File: src/rtl/sdcmd_pkg.sv
package sdcmd_pkg;

    typedef enum logic [3:0] {
        CMD_NOP, CMD_ACT, CMD_RD, CMD_WR, CMD_BST,
        CMD_PRE, CMD_REF, CMD_LMR, CMD_DPD, CMD_RSV
    } cmd_e;

    typedef enum logic [2:0] {
        BK_IDLE, BK_OPENING, BK_OPEN, BK_RD, BK_WR, BK_RDA, BK_WRA, BK_CLOSING
    } bank_st_e;

    typedef enum logic [2:0] {
        OP_NONE, OP_ACT, OP_RD, OP_WR, OP_RDA, OP_WRA, OP_PRE, OP_BST
    } bank_op_e;

    typedef enum logic [2:0] {
        ERR_NONE     = 3'd0,
        ERR_STATE    = 3'd1,
        ERR_BUSY     = 3'd2,
        ERR_NOT_IDLE = 3'd3,
        ERR_RSV      = 3'd4
    } err_e;

    // States that accept nothing but NOP on their own bank
    function automatic logic is_timed(bank_st_e s);
        return (s == BK_OPENING) || (s == BK_CLOSING) || (s == BK_RDA) || (s == BK_WRA);
    endfunction

endpackage

File: src/rtl/sdcmd_decode.sv
module sdcmd_decode
    import sdcmd_pkg::*;
(
    input  logic clk_en,
    input  logic sel_n,
    input  logic row_stb_n,
    input  logic col_stb_n,
    input  logic wr_en_n,
    output cmd_e cmd
);
    logic [2:0] pat;
    assign pat = {row_stb_n, col_stb_n, wr_en_n};

    always_comb begin
        cmd = CMD_NOP;
        if (!sel_n) begin
            if (clk_en) begin
                case (pat)
                    3'b111:  cmd = CMD_NOP;
                    3'b011:  cmd = CMD_ACT;
                    3'b101:  cmd = CMD_RD;
                    3'b100:  cmd = CMD_WR;
                    3'b110:  cmd = CMD_BST;
                    3'b010:  cmd = CMD_PRE;
                    3'b001:  cmd = CMD_REF;
                    default: cmd = CMD_LMR;
                endcase
            end else begin
                case (pat)
                    3'b111:  cmd = CMD_NOP;
                    3'b110:  cmd = CMD_DPD;
                    default: cmd = CMD_RSV;
                endcase
            end
        end
    end
endmodule

File: src/rtl/sdcmd_bank.sv
module sdcmd_bank
    import sdcmd_pkg::*;
#(
    parameter int T_RCD     = 3,
    parameter int T_RP      = 3,
    parameter int BURST_LEN = 4,
    parameter int CNT_W     = 3
) (
    input  logic     clk,
    input  logic     rst_n,
    input  bank_op_e op,
    output bank_st_e eff_st
);
    localparam logic [CNT_W-1:0] LD_RCD = CNT_W'(T_RCD - 1);
    localparam logic [CNT_W-1:0] LD_RP  = CNT_W'(T_RP - 1);
    localparam logic [CNT_W-1:0] LD_BL  = CNT_W'(BURST_LEN - 1);

    typedef struct packed {
        bank_st_e         st;
        logic [CNT_W-1:0] cnt;
    } bank_t;

    bank_t q, d, base_d;
    logic  expired;

    // Effective state and the step taken when no command arrives
    always_comb begin
        expired = (q.cnt == '0);
        eff_st  = q.st;
        base_d  = q;
        case (q.st)
            BK_OPENING, BK_RD, BK_WR: begin
                if (expired) begin
                    eff_st = BK_OPEN;
                    base_d = '{st: BK_OPEN, cnt: '0};
                end else begin
                    base_d.cnt = q.cnt - CNT_W'(1);
                end
            end
            BK_RDA, BK_WRA: begin
                if (expired) begin
                    eff_st = BK_CLOSING;
                    base_d = '{st: BK_CLOSING, cnt: LD_RP};
                end else begin
                    base_d.cnt = q.cnt - CNT_W'(1);
                end
            end
            BK_CLOSING: begin
                if (expired) begin
                    eff_st = BK_IDLE;
                    base_d = '{st: BK_IDLE, cnt: '0};
                end else begin
                    base_d.cnt = q.cnt - CNT_W'(1);
                end
            end
            default: ;
        endcase
    end

    // Accepted command overrides the free-running step
    always_comb begin
        d = base_d;
        case (op)
            OP_ACT: d = '{st: BK_OPENING, cnt: LD_RCD};
            OP_RD:  d = '{st: BK_RD,      cnt: LD_BL};
            OP_WR:  d = '{st: BK_WR,      cnt: LD_BL};
            OP_RDA: d = '{st: BK_RDA,     cnt: LD_BL};
            OP_WRA: d = '{st: BK_WRA,     cnt: LD_BL};
            OP_BST: d = '{st: BK_OPEN,    cnt: '0};
            OP_PRE: d = (eff_st == BK_IDLE) ? '{st: BK_IDLE, cnt: '0}
                                            : '{st: BK_CLOSING, cnt: LD_RP};
            default: ;
        endcase
    end

    always_ff @(posedge clk) begin
        if (!rst_n) q <= '0;
        else        q <= d;
    end


    act_from_idle_chk: assert property (@(posedge clk) disable iff (!rst_n)
        (op == OP_ACT) |-> (eff_st == BK_IDLE));

    act_opens_chk: assert property (@(posedge clk) disable iff (!rst_n)
        (op == OP_ACT) |=> (q.st == BK_OPENING));

    col_on_open_chk: assert property (@(posedge clk) disable iff (!rst_n)
        (op == OP_RD || op == OP_WR || op == OP_RDA || op == OP_WRA)
        |-> (eff_st == BK_OPEN || eff_st == BK_RD || eff_st == BK_WR));

    stop_in_burst_chk: assert property (@(posedge clk) disable iff (!rst_n)
        (op == OP_BST) |-> (eff_st == BK_RD || eff_st == BK_WR));

    pre_not_timed_chk: assert property (@(posedge clk) disable iff (!rst_n)
        (op == OP_PRE) |-> !is_timed(eff_st));
endmodule

File: src/rtl/sdcmd_guard.sv
module sdcmd_guard
    import sdcmd_pkg::*;
#(
    parameter int NUM_BANKS = 4,
    parameter int T_RCD     = 3,
    parameter int T_RP      = 3,
    parameter int T_RC      = 6,
    parameter int T_MRD     = 2,
    parameter int BURST_LEN = 4
) (
    input  logic                         clk,
    input  logic                         rst_n,
    input  logic                         clk_en,
    input  logic                         sel_n,
    input  logic                         row_stb_n,
    input  logic                         col_stb_n,
    input  logic                         wr_en_n,
    input  logic [$clog2(NUM_BANKS)-1:0] bank_addr,
    input  logic                         ap_all,
    output logic                         viol_valid,
    output logic [2:0]                   viol_code,
    output logic [$clog2(NUM_BANKS)-1:0] viol_bank
);
    localparam int BA_W   = $clog2(NUM_BANKS);
    localparam int BK_A   = (T_RCD > T_RP) ? T_RCD : T_RP;
    localparam int BK_MAX = (BK_A > BURST_LEN) ? BK_A : BURST_LEN;
    localparam int CNT_W  = $clog2(BK_MAX + 1);
    localparam int G_MAX  = (T_RC > T_MRD) ? T_RC : T_MRD;
    localparam int GC_W   = $clog2(G_MAX + 1);
    localparam logic [GC_W-1:0] LD_RC  = GC_W'(T_RC - 1);
    localparam logic [GC_W-1:0] LD_MRD = GC_W'(T_MRD - 1);

    cmd_e     cmd;
    bank_op_e op_vec  [NUM_BANKS];
    bank_st_e eff_vec [NUM_BANKS];

    sdcmd_decode u_dec (
        .clk_en    (clk_en),
        .sel_n     (sel_n),
        .row_stb_n (row_stb_n),
        .col_stb_n (col_stb_n),
        .wr_en_n   (wr_en_n),
        .cmd       (cmd)
    );

    for (genvar b = 0; b < NUM_BANKS; b++) begin : g_bank
        sdcmd_bank #(
            .T_RCD(T_RCD), .T_RP(T_RP), .BURST_LEN(BURST_LEN), .CNT_W(CNT_W)
        ) u_bank (
            .clk    (clk),
            .rst_n  (rst_n),
            .op     (op_vec[b]),
            .eff_st (eff_vec[b])
        );
    end

    typedef struct packed {
        logic            vld;
        err_e            code;
        logic [BA_W-1:0] bank;
        logic [GC_W-1:0] gcnt;
    } guard_t;

    guard_t q, d;
    logic all_idle, any_timed, g_busy;
    logic [BA_W-1:0] first_timed, first_open;
    bank_st_e sel_st;

    // Device-wide summary of the bank states
    always_comb begin
        all_idle    = 1'b1;
        any_timed   = 1'b0;
        first_timed = '0;
        first_open  = '0;
        for (int b = NUM_BANKS - 1; b >= 0; b--) begin
            if (eff_vec[b] != BK_IDLE) begin
                all_idle   = 1'b0;
                first_open = BA_W'(b);
            end
            if (is_timed(eff_vec[b])) begin
                any_timed   = 1'b1;
                first_timed = BA_W'(b);
            end
        end
        sel_st = eff_vec[bank_addr];
        g_busy = (q.gcnt != '0);
    end

    always_comb begin
        err_e            err;
        logic [BA_W-1:0] eb;
        err = ERR_NONE;
        eb  = bank_addr;
        for (int b = 0; b < NUM_BANKS; b++) op_vec[b] = OP_NONE;
        d.gcnt = g_busy ? (q.gcnt - GC_W'(1)) : '0;

        if (cmd == CMD_NOP) begin
            err = ERR_NONE;
        end else if (cmd == CMD_RSV) begin
            err = ERR_RSV;
        end else if (g_busy) begin
            err = ERR_BUSY;
        end else begin
            case (cmd)
                CMD_ACT: begin
                    if (sel_st == BK_IDLE)  op_vec[bank_addr] = OP_ACT;
                    else if (is_timed(sel_st)) err = ERR_BUSY;
                    else                    err = ERR_STATE;
                end
                CMD_RD, CMD_WR: begin
                    if (sel_st == BK_OPEN || sel_st == BK_RD || sel_st == BK_WR)
                        op_vec[bank_addr] = (cmd == CMD_RD) ? (ap_all ? OP_RDA : OP_RD)
                                                            : (ap_all ? OP_WRA : OP_WR);
                    else if (is_timed(sel_st)) err = ERR_BUSY;
                    else                       err = ERR_STATE;
                end
                CMD_BST: begin
                    if (sel_st == BK_RD || sel_st == BK_WR) op_vec[bank_addr] = OP_BST;
                    else if (is_timed(sel_st))              err = ERR_BUSY;
                    else                                    err = ERR_STATE;
                end
                CMD_PRE: begin
                    if (ap_all) begin
                        if (any_timed) begin
                            err = ERR_BUSY;
                            eb  = first_timed;
                        end else begin
                            for (int b = 0; b < NUM_BANKS; b++) op_vec[b] = OP_PRE;
                        end
                    end else if (is_timed(sel_st)) begin
                        err = ERR_BUSY;
                    end else begin
                        op_vec[bank_addr] = OP_PRE;
                    end
                end
                CMD_REF, CMD_LMR: begin
                    if (!all_idle) begin
                        err = ERR_NOT_IDLE;
                        eb  = first_open;
                    end else begin
                        d.gcnt = (cmd == CMD_REF) ? LD_RC : LD_MRD;
                    end
                end
                CMD_DPD: begin
                    if (!all_idle) begin
                        err = ERR_NOT_IDLE;
                        eb  = first_open;
                    end
                end
                default: ;
            endcase
        end

        d.vld  = (err != ERR_NONE);
        d.code = err;
        d.bank = (err != ERR_NONE) ? eb : '0;
    end

    always_ff @(posedge clk) begin
        if (!rst_n) q <= '0;
        else        q <= d;
    end

    assign viol_valid = q.vld;
    assign viol_code  = q.code;
    assign viol_bank  = q.bank;


    quiet_during_global_chk: assert property (@(posedge clk) disable iff (!rst_n)
        g_busy |-> all_idle);

    ref_needs_idle_chk: assert property (@(posedge clk) disable iff (!rst_n)
        (cmd == CMD_REF && !all_idle) |=> viol_valid);

    cke_low_reserved_chk: assert property (@(posedge clk) disable iff (!rst_n)
        (!clk_en && !sel_n && !(row_stb_n && col_stb_n)) |=> (viol_valid && viol_code == 3'd4));

    code_range_chk: assert property (@(posedge clk) disable iff (!rst_n)
        viol_valid |-> (viol_code >= 3'd1 && viol_code <= 3'd4));
endmodule

File: config.mk
export PLATFORM = sky130hd
export DESIGN_NAME = sdcmd_guard
export DESIGN_NICKNAME = d
export VERILOG_FILES = /design/src/rtl/sdcmd_pkg.sv /design/src/rtl/sdcmd_decode.sv /design/src/rtl/sdcmd_bank.sv /design/src/rtl/sdcmd_guard.sv
export SDC_FILE = /design/constraint.sdc
export NUM_CORES = 1
export LEC_CHECK = 0
export CELL_PAD_IN_SITES_DETAIL_PLACEMENT = 1
export CELL_PAD_IN_SITES_GLOBAL_PLACEMENT = 1
export CORE_MARGIN = 3
export CORE_UTILIZATION = 35
export CTS_BUF_LIST = sky130_fd_sc_hd__clkbuf_8
export CTS_CLUSTER_DIAMETER = 100
export DETAILED_ROUTE_END_ITERATION = 8
export HOLD_SLACK_MARGIN = 0.15
export PLACE_DENSITY = 0.7
export SLEW_MARGIN = 20
export SYNTH_ARGS = -nofsm -noshare
export SYNTH_HDL_FRONTEND = slang
export SYNTH_SLANG_ARGS = --single-unit
export TNS_END_PERCENT = 100
File: constraint.sdc
create_clock -name clk -period 8.66 [get_ports clk]
set_input_delay 0.866 -clock clk [delete_from_list [all_inputs] [get_ports clk]]
set_output_delay 0.866 -clock clk [all_outputs]
set_load 0.005 [all_outputs]
==> flow_summary.ini, run 1 <==
[routing]
drtAntennaViolNets = 0
wl_per_cell_um = 19.8
viasPerCell = 6.15
vias = 3739
totalWireLength_um = 12000
drt-initial-drc-count = 255
drc_errors = 0
dr.pass1.iters = 5

[timing]
finalCritPeriodShare_pct = 53.0
rsz0062_at_grt = false
min_period_ns = 4.59
tns_ns = 0
setup_viol = 0
worstMarginPinSlew_ns = 0.901
final_max_slew_viol_count = 0
max_freq_mhz = 218
fin_skew_ns = 0.0118
hold_viol = 0
maxSlewHeadroom_pct = 39.8

[logic_synthesis]
ys_types = 83
ys_warn_count = 0
netlist_area_um2 = 3370
yosys.area_share.adder_pct = 0.743
synth-seq-area-share_pct = 19.6
yosys.area_share.xor_xnor_pct = 1.30
synth-edff-count = 0
synthFlopType = dfxtp_1
avgSynthCellArea_um2 = 6.90
syn-instance-count = 488
synth-seq-cells = 33
synth_top_family_by_area = compound AO/OA/AOI/OAI gates
synth_mux_area_share_pct = 2.45
syn_nets = 500
synthArstFlopShare_pct = 0
yosys.area_share.simple_pct = 28.9
synth_compound_area_share_pct = 40.7

[placed_design]
globalplace.congestion = 0.963
dp_hpwl_um = 9310
postPlaceCellArea_um2 = 3540
portBuffers = 15

[min_path]
min_path_type = flip-flop to flip-flop

[floorplan]
dieWidth_um = 104
die_area_um2 = 10800
rows = 35
core_um2 = 9280
initial_utilization_pct = 36.3
die_h_um = 104
pin_count = 16

[power_and_ir_drop]
p_switching_mw = 0.104
p_leak_nw = 1.28
p_comb_share_pct = 15.4
seqPwrFrac_pct = 41.9
pwr-share-clk_pct = 42.8
p_sw_share_pct = 28.2
power-per-cell-area_nw_per_um2 = 101
power.internal_mw = 0.264
vdd_ir_drop_max_v = 0.0000598

[worst_setup_path]
start_kind = input pin
crit_chain = clkdlybuf4s50_1 > inv_1 > nor2_1 > o21ai_0 > a211o_1 > a31oi_1 > nor2_2 > nor3_1 > o21ai_0 > nor2_1 > a221oi_1
crit_slowest_cell = clkdlybuf4s50_1
critPathArrivalTime_ns = 4.75
critical_path.max_stage_delay_ns = 1.06
worst_setup_path_end_kind = flip-flop
cp_max_fo = 22
critical_path_class = input pin to flip-flop
worstPathRequired_ns = 8.81

[run_status]
outcome = complete, no violations

[global_routing]
grt_overflow = 0
antenna_found_initial = 0
track_usage_pct = 21.9
grt_pass1_vias = 3812
grt_pass1_wl_um = 19700
grt_max_degree = 23

[layout]
mostFrequentLayoutCell = nor2_1
diodes = 0
fillers = 1212
syn_to_final_growth_pct = 8.51
drive_above_1_share_pct = 8.77
most-common-layout-cells = 62 x nor2_1, 48 x a21oi_1, 43 x nand2_1, 39 x o21ai_0, 33 x dfxtp_1
fin_area_um2 = 3650
final_nets = 490

[clock_tree]
clk_latency_ns = 0.30
cts_buffers = 5
ctsHoldBuffers = 0
post_cts_resized = 0
clock_sinks = 33
cts.clk_slew.worst_paths_ns = 0.08
cts_setup_buffers = 0
ctsHtreeMaxLevel = 2
clk_path_buf_depth = 2
cts_tree = built
cts_root_buffer = clkbuf_8

[run]
max_cap_viol_count = 0
==> path summary, 6_finish.rpt <==
path / depth (start not counted) / from / endpoint / slack [ns]
max: 11 / bank_addr[0] / g_bank[0].u_bank.q[1]$_SDFFE_PN0P_ / 4.07
max reg2reg: 10 / g_bank[2].u_bank.q[0]$_SDFFE_PN0P_ / g_bank[0].u_bank.q[1]$_SDFFE_PN0P_ / 4.88
min reg2reg: 2 / q[1]$_SDFF_PN0_ / q[1]$_SDFF_PN0_ / 0.48
min: 2 / q[1]$_SDFF_PN0_ / q[1]$_SDFF_PN0_ / 0.48
==> layout make-up <==
type / count / area (µm²) / share of cell area [%]
Clock buffer: 6 / 82.6 / 2.26
Clock inverter: 2 / 33.8 / 0.924
Inverter: 13 / 48.8 / 1.34
Multi-Input combinational cell: 407 / 2490 / 68.3
Sequential cell: 33 / 661 / 18.1
Tap cell: 129 / 161 / 4.42
Timing Repair Buffer: 18 / 173 / 4.72
==> flip-flops by register name, indices dropped and copies added (netlist names) <==
register         count
viol_valid           1
q                    3
viol_code            3
viol_bank            2
g_bank.u_bank.q     24
==> through the flow <==
step                utilization, %  power, mW  setup slack, ns  hold WS, ns  std cells
global route                  39.4      0.379             3.80        0.515        608
CTS                           39.4      0.369             4.16        0.483        608
global placement              38.1      0.212             3.88        0.451        600
detailed placement            38.1      0.213             3.84        0.472        600
floorplan                        -      0.194             5.32        0.444        488
finish                        39.4      0.368             4.07        0.481        608
==> cells by family (layout without fill, tap and decap cells) <==
group	after synthesis	in the layout
and+or+nand+nor	200	200
xor gates and xnor gates	5	5
AOI/OAI and AO/OA	193	193
buffers and inverters	48	39
muxes	7	7
adders and majority gates	2	2
DFF	33	33
==> routing by layer <==
layer | global-route usage [%] | wire (µm)
met2 | 37.8 | 5700
met3 | 3.41 | 548
met5 | 0 | 0
met1 | 28.4 | 5570
met4 | 5.32 | 218
==> critical path, delay by kind of cell <==
kind	cells	cell delay (ns)
AOI/OAI and AO/OA	5	1.20
buffers and inverters	2	1.42
and+or+nand+nor	4	1.24
==> power by group through the flow <==
stage	registers (mW)	logic (mW)	clock network, mW
detailed placement	0.158	0.0554	0
global route	0.154	0.0611	0.164
global placement	0.158	0.0548	0
CTS	0.154	0.0557	0.159
finish	0.154	0.0565	0.157
floorplan	0.157	0.0368	0
==> synth_stat cells (3+ instances only) <==
master    count  area, µm²
nor2_1       62        233
a21oi_1      48        240
nand2_1      43        161
o21ai_0      39        195
dfxtp_1      33        661
clkbuf_1     23       86.3
nor3_1       20        100
nand3_1      14       70.1
inv_1        12       45.0
or3_1        10       62.6
a31oi_1       9       56.3
nand2b_1      9       56.3
o22ai_1       9       56.3
and3_1        7       43.8
nor2b_1       7       43.8
or2_2         7       43.8
mux2i_1       6       60.1
o21ai_1       6       30.0
o31ai_1       6       45.0
buf_2         5       25.0
buf_4         5       37.5
o211ai_1      5       37.5
o31a_1        5       43.8
nand4_1       4       25.0
nor4_1        4       25.0
o311ai_0      4       35.0
xor2_1        4       35.0
a21o_1        3       22.5
a22oi_1       3       22.5
a32oi_1       3       26.3
o221a_2       3       33.8
o311a_1       3       30.0
(Power assumes the default switching activity.)
==> run 2, diff against run 1 <==
==> constraint.sdc (replaced) <==
create_clock -name clk -period 4.3 [get_ports clk]
set_input_delay 0.43 -clock clk [delete_from_list [all_inputs] [get_ports clk]]
set_output_delay 0.43 -clock clk [all_outputs]
set_load 0.005 [all_outputs]
==> run 2 against run 1 <==
Cell area rose by 1.8%; via count rose by 0.64%; sequential share of layout area down 0.33 points; final cell count rose by 1.5%; total power increased by 100%; sequential power grew 100%; utilization up 0.73 points; combinational power is 110% higher; clock skew increased by 0.0034 ns.
==> flow_summary.ini, run 2 (synthesis gave the netlist of run 1 again) <==
[run_status]
outcome = complete, no violations

[layout]
mostFrequentLayoutCell = nor2_1
fin_area_um2 = 3720
regArea_um2 = 661
drive_above_1_share_pct = 10.5
largest_register = g_bank.u_bank.q
fillers = 1189
diodes = 0
most-common-layout-cells = 62 x nor2_1, 48 x a21oi_1, 43 x nand2_1, 39 x o21ai_0, 33 x dfxtp_1
top_regs = g_bank.u_bank.q (24), q (3), viol_code (3)
final_util_pct = 40.1
syn_to_final_growth_pct = 10.5
multi_input_area_um2 = 2490
final_nets = 499
final_cells = 617
largest_reg_flops = 24

[timing]
tns_ns = 0
worstMarginPinSlew_ns = 0.776
setup_viol = 0
fin_skew_ns = 0.0151
rsz0062_at_grt = false
final.setup.worst_slack_ns = 0.513
final_max_slew_viol_count = 0
max_freq_mhz = 264
min_period_ns = 3.79
hold_viol = 0
maxSlewHeadroom_pct = 48.1
finalCritPeriodShare_pct = 88.1
whs_ns = 0.475

[routing]
viasPerCell = 6.10
totalWireLength_um = 11900
vias = 3763
drt-initial-drc-count = 221
dr.pass1.iters = 4
drc_errors = 0
wl_per_cell_um = 19.3
drtAntennaViolNets = 0

[global_routing]
grt_overflow = 0
antenna_found_initial = 0
track_usage_pct = 22.2
grt_pass1_wl_um = 19900
grt_pass1_vias = 3845
grt_max_degree = 22

[clock_tree]
cts_buffers = 5
cts_tree = built
cts_root_buffer = clkbuf_8
ctsHtreeMaxLevel = 2
clk_latency_ns = 0.30
ctsHoldBuffers = 0
cts.clk_slew.worst_paths_ns = 0.07
clock_sinks = 33
post_cts_resized = 0
cts_setup_buffers = 0
clk_path_buf_depth = 2

[worst_setup_path]
crit_chain = clkdlybuf4s50_1 > inv_1 > o211ai_1 > and3_1 > a22oi_1 > a31oi_1 > nor2_2 > a21oi_1 > o21a_1 > nand2b_1 > o221a_2
worst_setup_path_end_kind = flip-flop
critical_path_class = input pin to flip-flop
cp_top_family = compound AO/OA/AOI/OAI gates
cp_num_buf_inv = 2
critPathArrivalTime_ns = 3.98
cp_max_fo = 17
worstPathRequired_ns = 4.49
crit_slowest_cell = clkdlybuf4s50_1
start_kind = input pin
critical_path.max_stage_delay_ns = 0.76

[placed_design]
globalplace.congestion = 0.946
post-place-ws_ns = 0.338
dpl.cell_count = 609
dp_hpwl_um = 9240
postPlaceCellArea_um2 = 3610
portBuffers = 15

[power_and_ir_drop]
total_power_mw = 0.742
vdd_ir_drop_max_v = 0.0000989
p_leak_nw = 1.33
power-per-cell-area_nw_per_um2 = 199

[floorplan]
die_area_um2 = 10800
core_um2 = 9280
die_h_um = 104
rows = 35
initial_utilization_pct = 36.3
pin_count = 16
dieWidth_um = 104

[min_path]
min_path_type = flip-flop to flip-flop

[run]
max_cap_viol_count = 0
run 2: final timing paths:
check	slack (ns)	to	startpoint	cells after the start
worst max register to register	0.56	g_bank[2].u_bank.q[0]$_SDFFE_PN0P_	g_bank[3].u_bank.q[0]$_SDFFE_PN0P_	10
worst min register to register	0.47	q[1]$_SDFF_PN0_	q[1]$_SDFF_PN0_	2
worst min-delay path	0.47	q[1]$_SDFF_PN0_	q[1]$_SDFF_PN0_	2
worst max-delay path	0.51	g_bank[2].u_bank.q[0]$_SDFFE_PN0P_	bank_addr[0]	11
run 2: report_power, final:
part	total, mW	switching (mW)	internal, mW
Combinational	0.116	0.0759	0.0404
Sequential	0.311	0.00237	0.308
Clock	0.315	0.129	0.187
Total	0.742	0.207	0.535
run 2: final cells by class:
cell class,count,share of cell area (%)
Timing Repair Buffer,27,6.45
Tap cell,129,4.34
Multi-Input combinational cell,407,67.0
Clock inverter,2,0.908
Sequential cell,33,17.7
Clock buffer,6,2.22
Inverter,13,1.31
run 2: worst register-to-register path, stage by stage (launching register included):
cell and delay, ns:
dfxtp_1 0.38, or3_1 0.52, o21ai_0 0.50, mux4_2 0.38
mux2i_1 0.23, a211oi_2 0.10, nor2_2 0.56, a21oi_1 0.16
o21a_1 0.29, nand2b_1 0.23, o221a_2 0.29
run 2: metal layers:
| layer | vias up | global-route usage (%) | wire length, µm |
|---|---|---|---|
| li1 | 1827 | - | - |
| met1 | 1836 | 28.8 | 5400 |
| met2 | 78 | 38.7 | 5710 |
| met3 | 22 | 3.04 | 577 |
| met4 | 0 | 5.70 | 227 |
| met5 | - | 0 | 0 |
==> run 3, diff against run 2 <==
--- a/config.mk
+++ b/config.mk
@@ -12,8 +12,9 @@
 export CTS_BUF_LIST = sky130_fd_sc_hd__clkbuf_8
 export CTS_CLUSTER_DIAMETER = 100
 export DETAILED_ROUTE_END_ITERATION = 8
+export DONT_BUFFER_PORTS = 1
 export HOLD_SLACK_MARGIN = 0.15
-export PLACE_DENSITY = 0.7
+export PLACE_DENSITY = 0.67
 export SLEW_MARGIN = 20
 export SYNTH_ARGS = -nofsm -noshare
 export SYNTH_HDL_FRONTEND = slang
==> run 3 against run 2 <==
Die area did not move; first-iteration DRC count rose by 38%; total power fell by 3.9%; clock power barely moved; combinational power fell by 27%; setup slack improved by 0.11 ns; critical path type is now flip-flop to flip-flop; highest routed layer unchanged.
==> flow_summary.ini, run 3 (synthesis gave the netlist of run 1 again) <==
[run_status]
outcome = complete, no violations

[power_and_ir_drop]
p_comb_share_pct = 11.8
p_sw_share_pct = 26.8
power.internal_mw = 0.522
seqPwrFrac_pct = 43.6
p_switching_mw = 0.192
p_leak_nw = 1.22
total_power_mw = 0.713
vdd_ir_drop_max_v = 0.000119
power-per-cell-area_nw_per_um2 = 204
pwr-share-clk_pct = 44.6

[clock_tree]
ctsHoldBuffers = 0
cts_buffers = 5
clock_sinks = 33
clk_latency_ns = 0.30
clk_path_buf_depth = 2
cts_setup_buffers = 0
cts_root_buffer = clkbuf_8
cts.clk_slew.worst_paths_ns = 0.07
cts_tree = built
post_cts_resized = 0
ctsHtreeMaxLevel = 2

[worst_setup_path]
cp_max_fo = 12
worstPathRequired_ns = 4.49
crit_slowest_cell = o32ai_1
worst_setup_path_end_kind = flip-flop
start_kind = flip-flop
critical_path.max_stage_delay_ns = 0.71
worst_path_most_repeated_cell = nor3_1
critical_path_class = flip-flop to flip-flop
critPathArrivalTime_ns = 3.87
crit_chain = nor3_1 > a21oi_1 > o32ai_1 > a22oi_1 > a31oi_1 > nor2_2 > nor3_1 > o21ai_0 > a32oi_1 > o2bb2ai_1

[floorplan]
core_um2 = 9280
pin_count = 16
die_h_um = 104
initial_utilization_pct = 36.3
die_area_um2 = 10800
rows = 35
dieWidth_um = 104

[routing]
wl_per_cell_um = 19.7
drtAntennaViolNets = 0
drc_errors = 0
totalWireLength_um = 11700
dr.pass1.iters = 6
viasPerCell = 6.21
vias = 3678
drt-initial-drc-count = 306

[global_routing]
track_usage_pct = 21.4
grt_max_degree = 23
grt_overflow = 0
grt_pass1_vias = 3576
grt_pass1_wl_um = 19100
antenna_found_initial = 0

[layout]
syn_to_final_growth_pct = 3.83
diodes = 0
most-common-layout-cells = 62 x nor2_1, 48 x a21oi_1, 43 x nand2_1, 39 x o21ai_0, 33 x dfxtp_1
mostFrequentLayoutCell = nor2_1
fillers = 1206
final_nets = 474
top_regs = g_bank.u_bank.q (24), q (3), viol_code (3)
largest_register = g_bank.u_bank.q
drive_above_1_share_pct = 8.86
largest_reg_flops = 24

[placed_design]
globalplace.congestion = 0.980
dp_hpwl_um = 8920
post-place-ws_ns = 0.725
portBuffers = 0

[timing]
final.setup.worst_slack_ns = 0.620
maxSlewHeadroom_pct = 43.8
finalCritPeriodShare_pct = 85.6
max_freq_mhz = 272
rsz0062_at_grt = false
setup_viol = 0
final_max_slew_viol_count = 0
worstMarginPinSlew_ns = 0.834
min_period_ns = 3.68
hold_viol = 0
tns_ns = 0
fin_skew_ns = 0.00366

[min_path]
min_path_type = input pin to flip-flop

[run]
max_cap_viol_count = 0
-- run 3: routing by layer --
metal  vias to the layer above  wire, µm  track usage, %
li1                       1778         -               -
met1                      1796      5620            29.6
met2                        85      5450            35.7
met3                        19       434            2.55
met4                         0       182            4.84
met5                         -         0               0
-- run 3: power groups by stage --
stage               Combinational (mW)  Sequential [mW]  Clock, mW
floorplan                       0.0741            0.317          0
global placement                0.0813            0.318          0
detailed placement              0.0825            0.318          0
CTS                             0.0830            0.311      0.325
global route                    0.0924            0.311      0.334
finish                          0.0843            0.311      0.318
-- run 3: worst paths after layout --
kind                                                          from                                  to  slack, ns  depth (start not counted)
worst max-delay path            g_bank[2].u_bank.q[0]$_SDFFE_PN0P_  g_bank[0].u_bank.q[5]$_SDFFE_PN0P_       0.62                         10
worst min-delay path                                         sel_n             viol_code[2]$_SDFF_PN0_       0.22                          1
worst max register to register  g_bank[2].u_bank.q[0]$_SDFFE_PN0P_  g_bank[0].u_bank.q[5]$_SDFFE_PN0P_       0.62                         10
worst min register to register                     q[1]$_SDFF_PN0_                     q[1]$_SDFF_PN0_       0.47                          2
-- run 3: final cells by class --
type / instances / area, µm² / share of cell area, %
Inverter: 13 / 48.8 / 1.40
Tap cell: 129 / 161 / 4.62
Multi-Input combinational cell: 407 / 2490 / 71.3
Clock buffer: 6 / 82.6 / 2.36
Clock inverter: 2 / 33.8 / 0.966
Sequential cell: 33 / 661 / 18.9
Timing Repair Buffer: 2 / 15.0 / 0.429
-- run 3: worst max-delay path: cells and delay by family (launching register included) --
kind | cells | cell delay [ns]
flip-flops | 1 | 0.38
AND/OR/NAND/NOR | 3 | 1.15
AO/OA/AOI/OAI | 7 | 2.03
-- run 3: stage by stage --
step	area [µm²]	util, %	hold slack, ns	std cells
global placement	3380	36.4	0.452	584
CTS	3500	37.7	0.207	592
global route	3500	37.7	0.219	592
floorplan	3370	-	0.444	488
finish	3500	37.7	0.216	592
detailed placement	3380	36.4	0.467	584
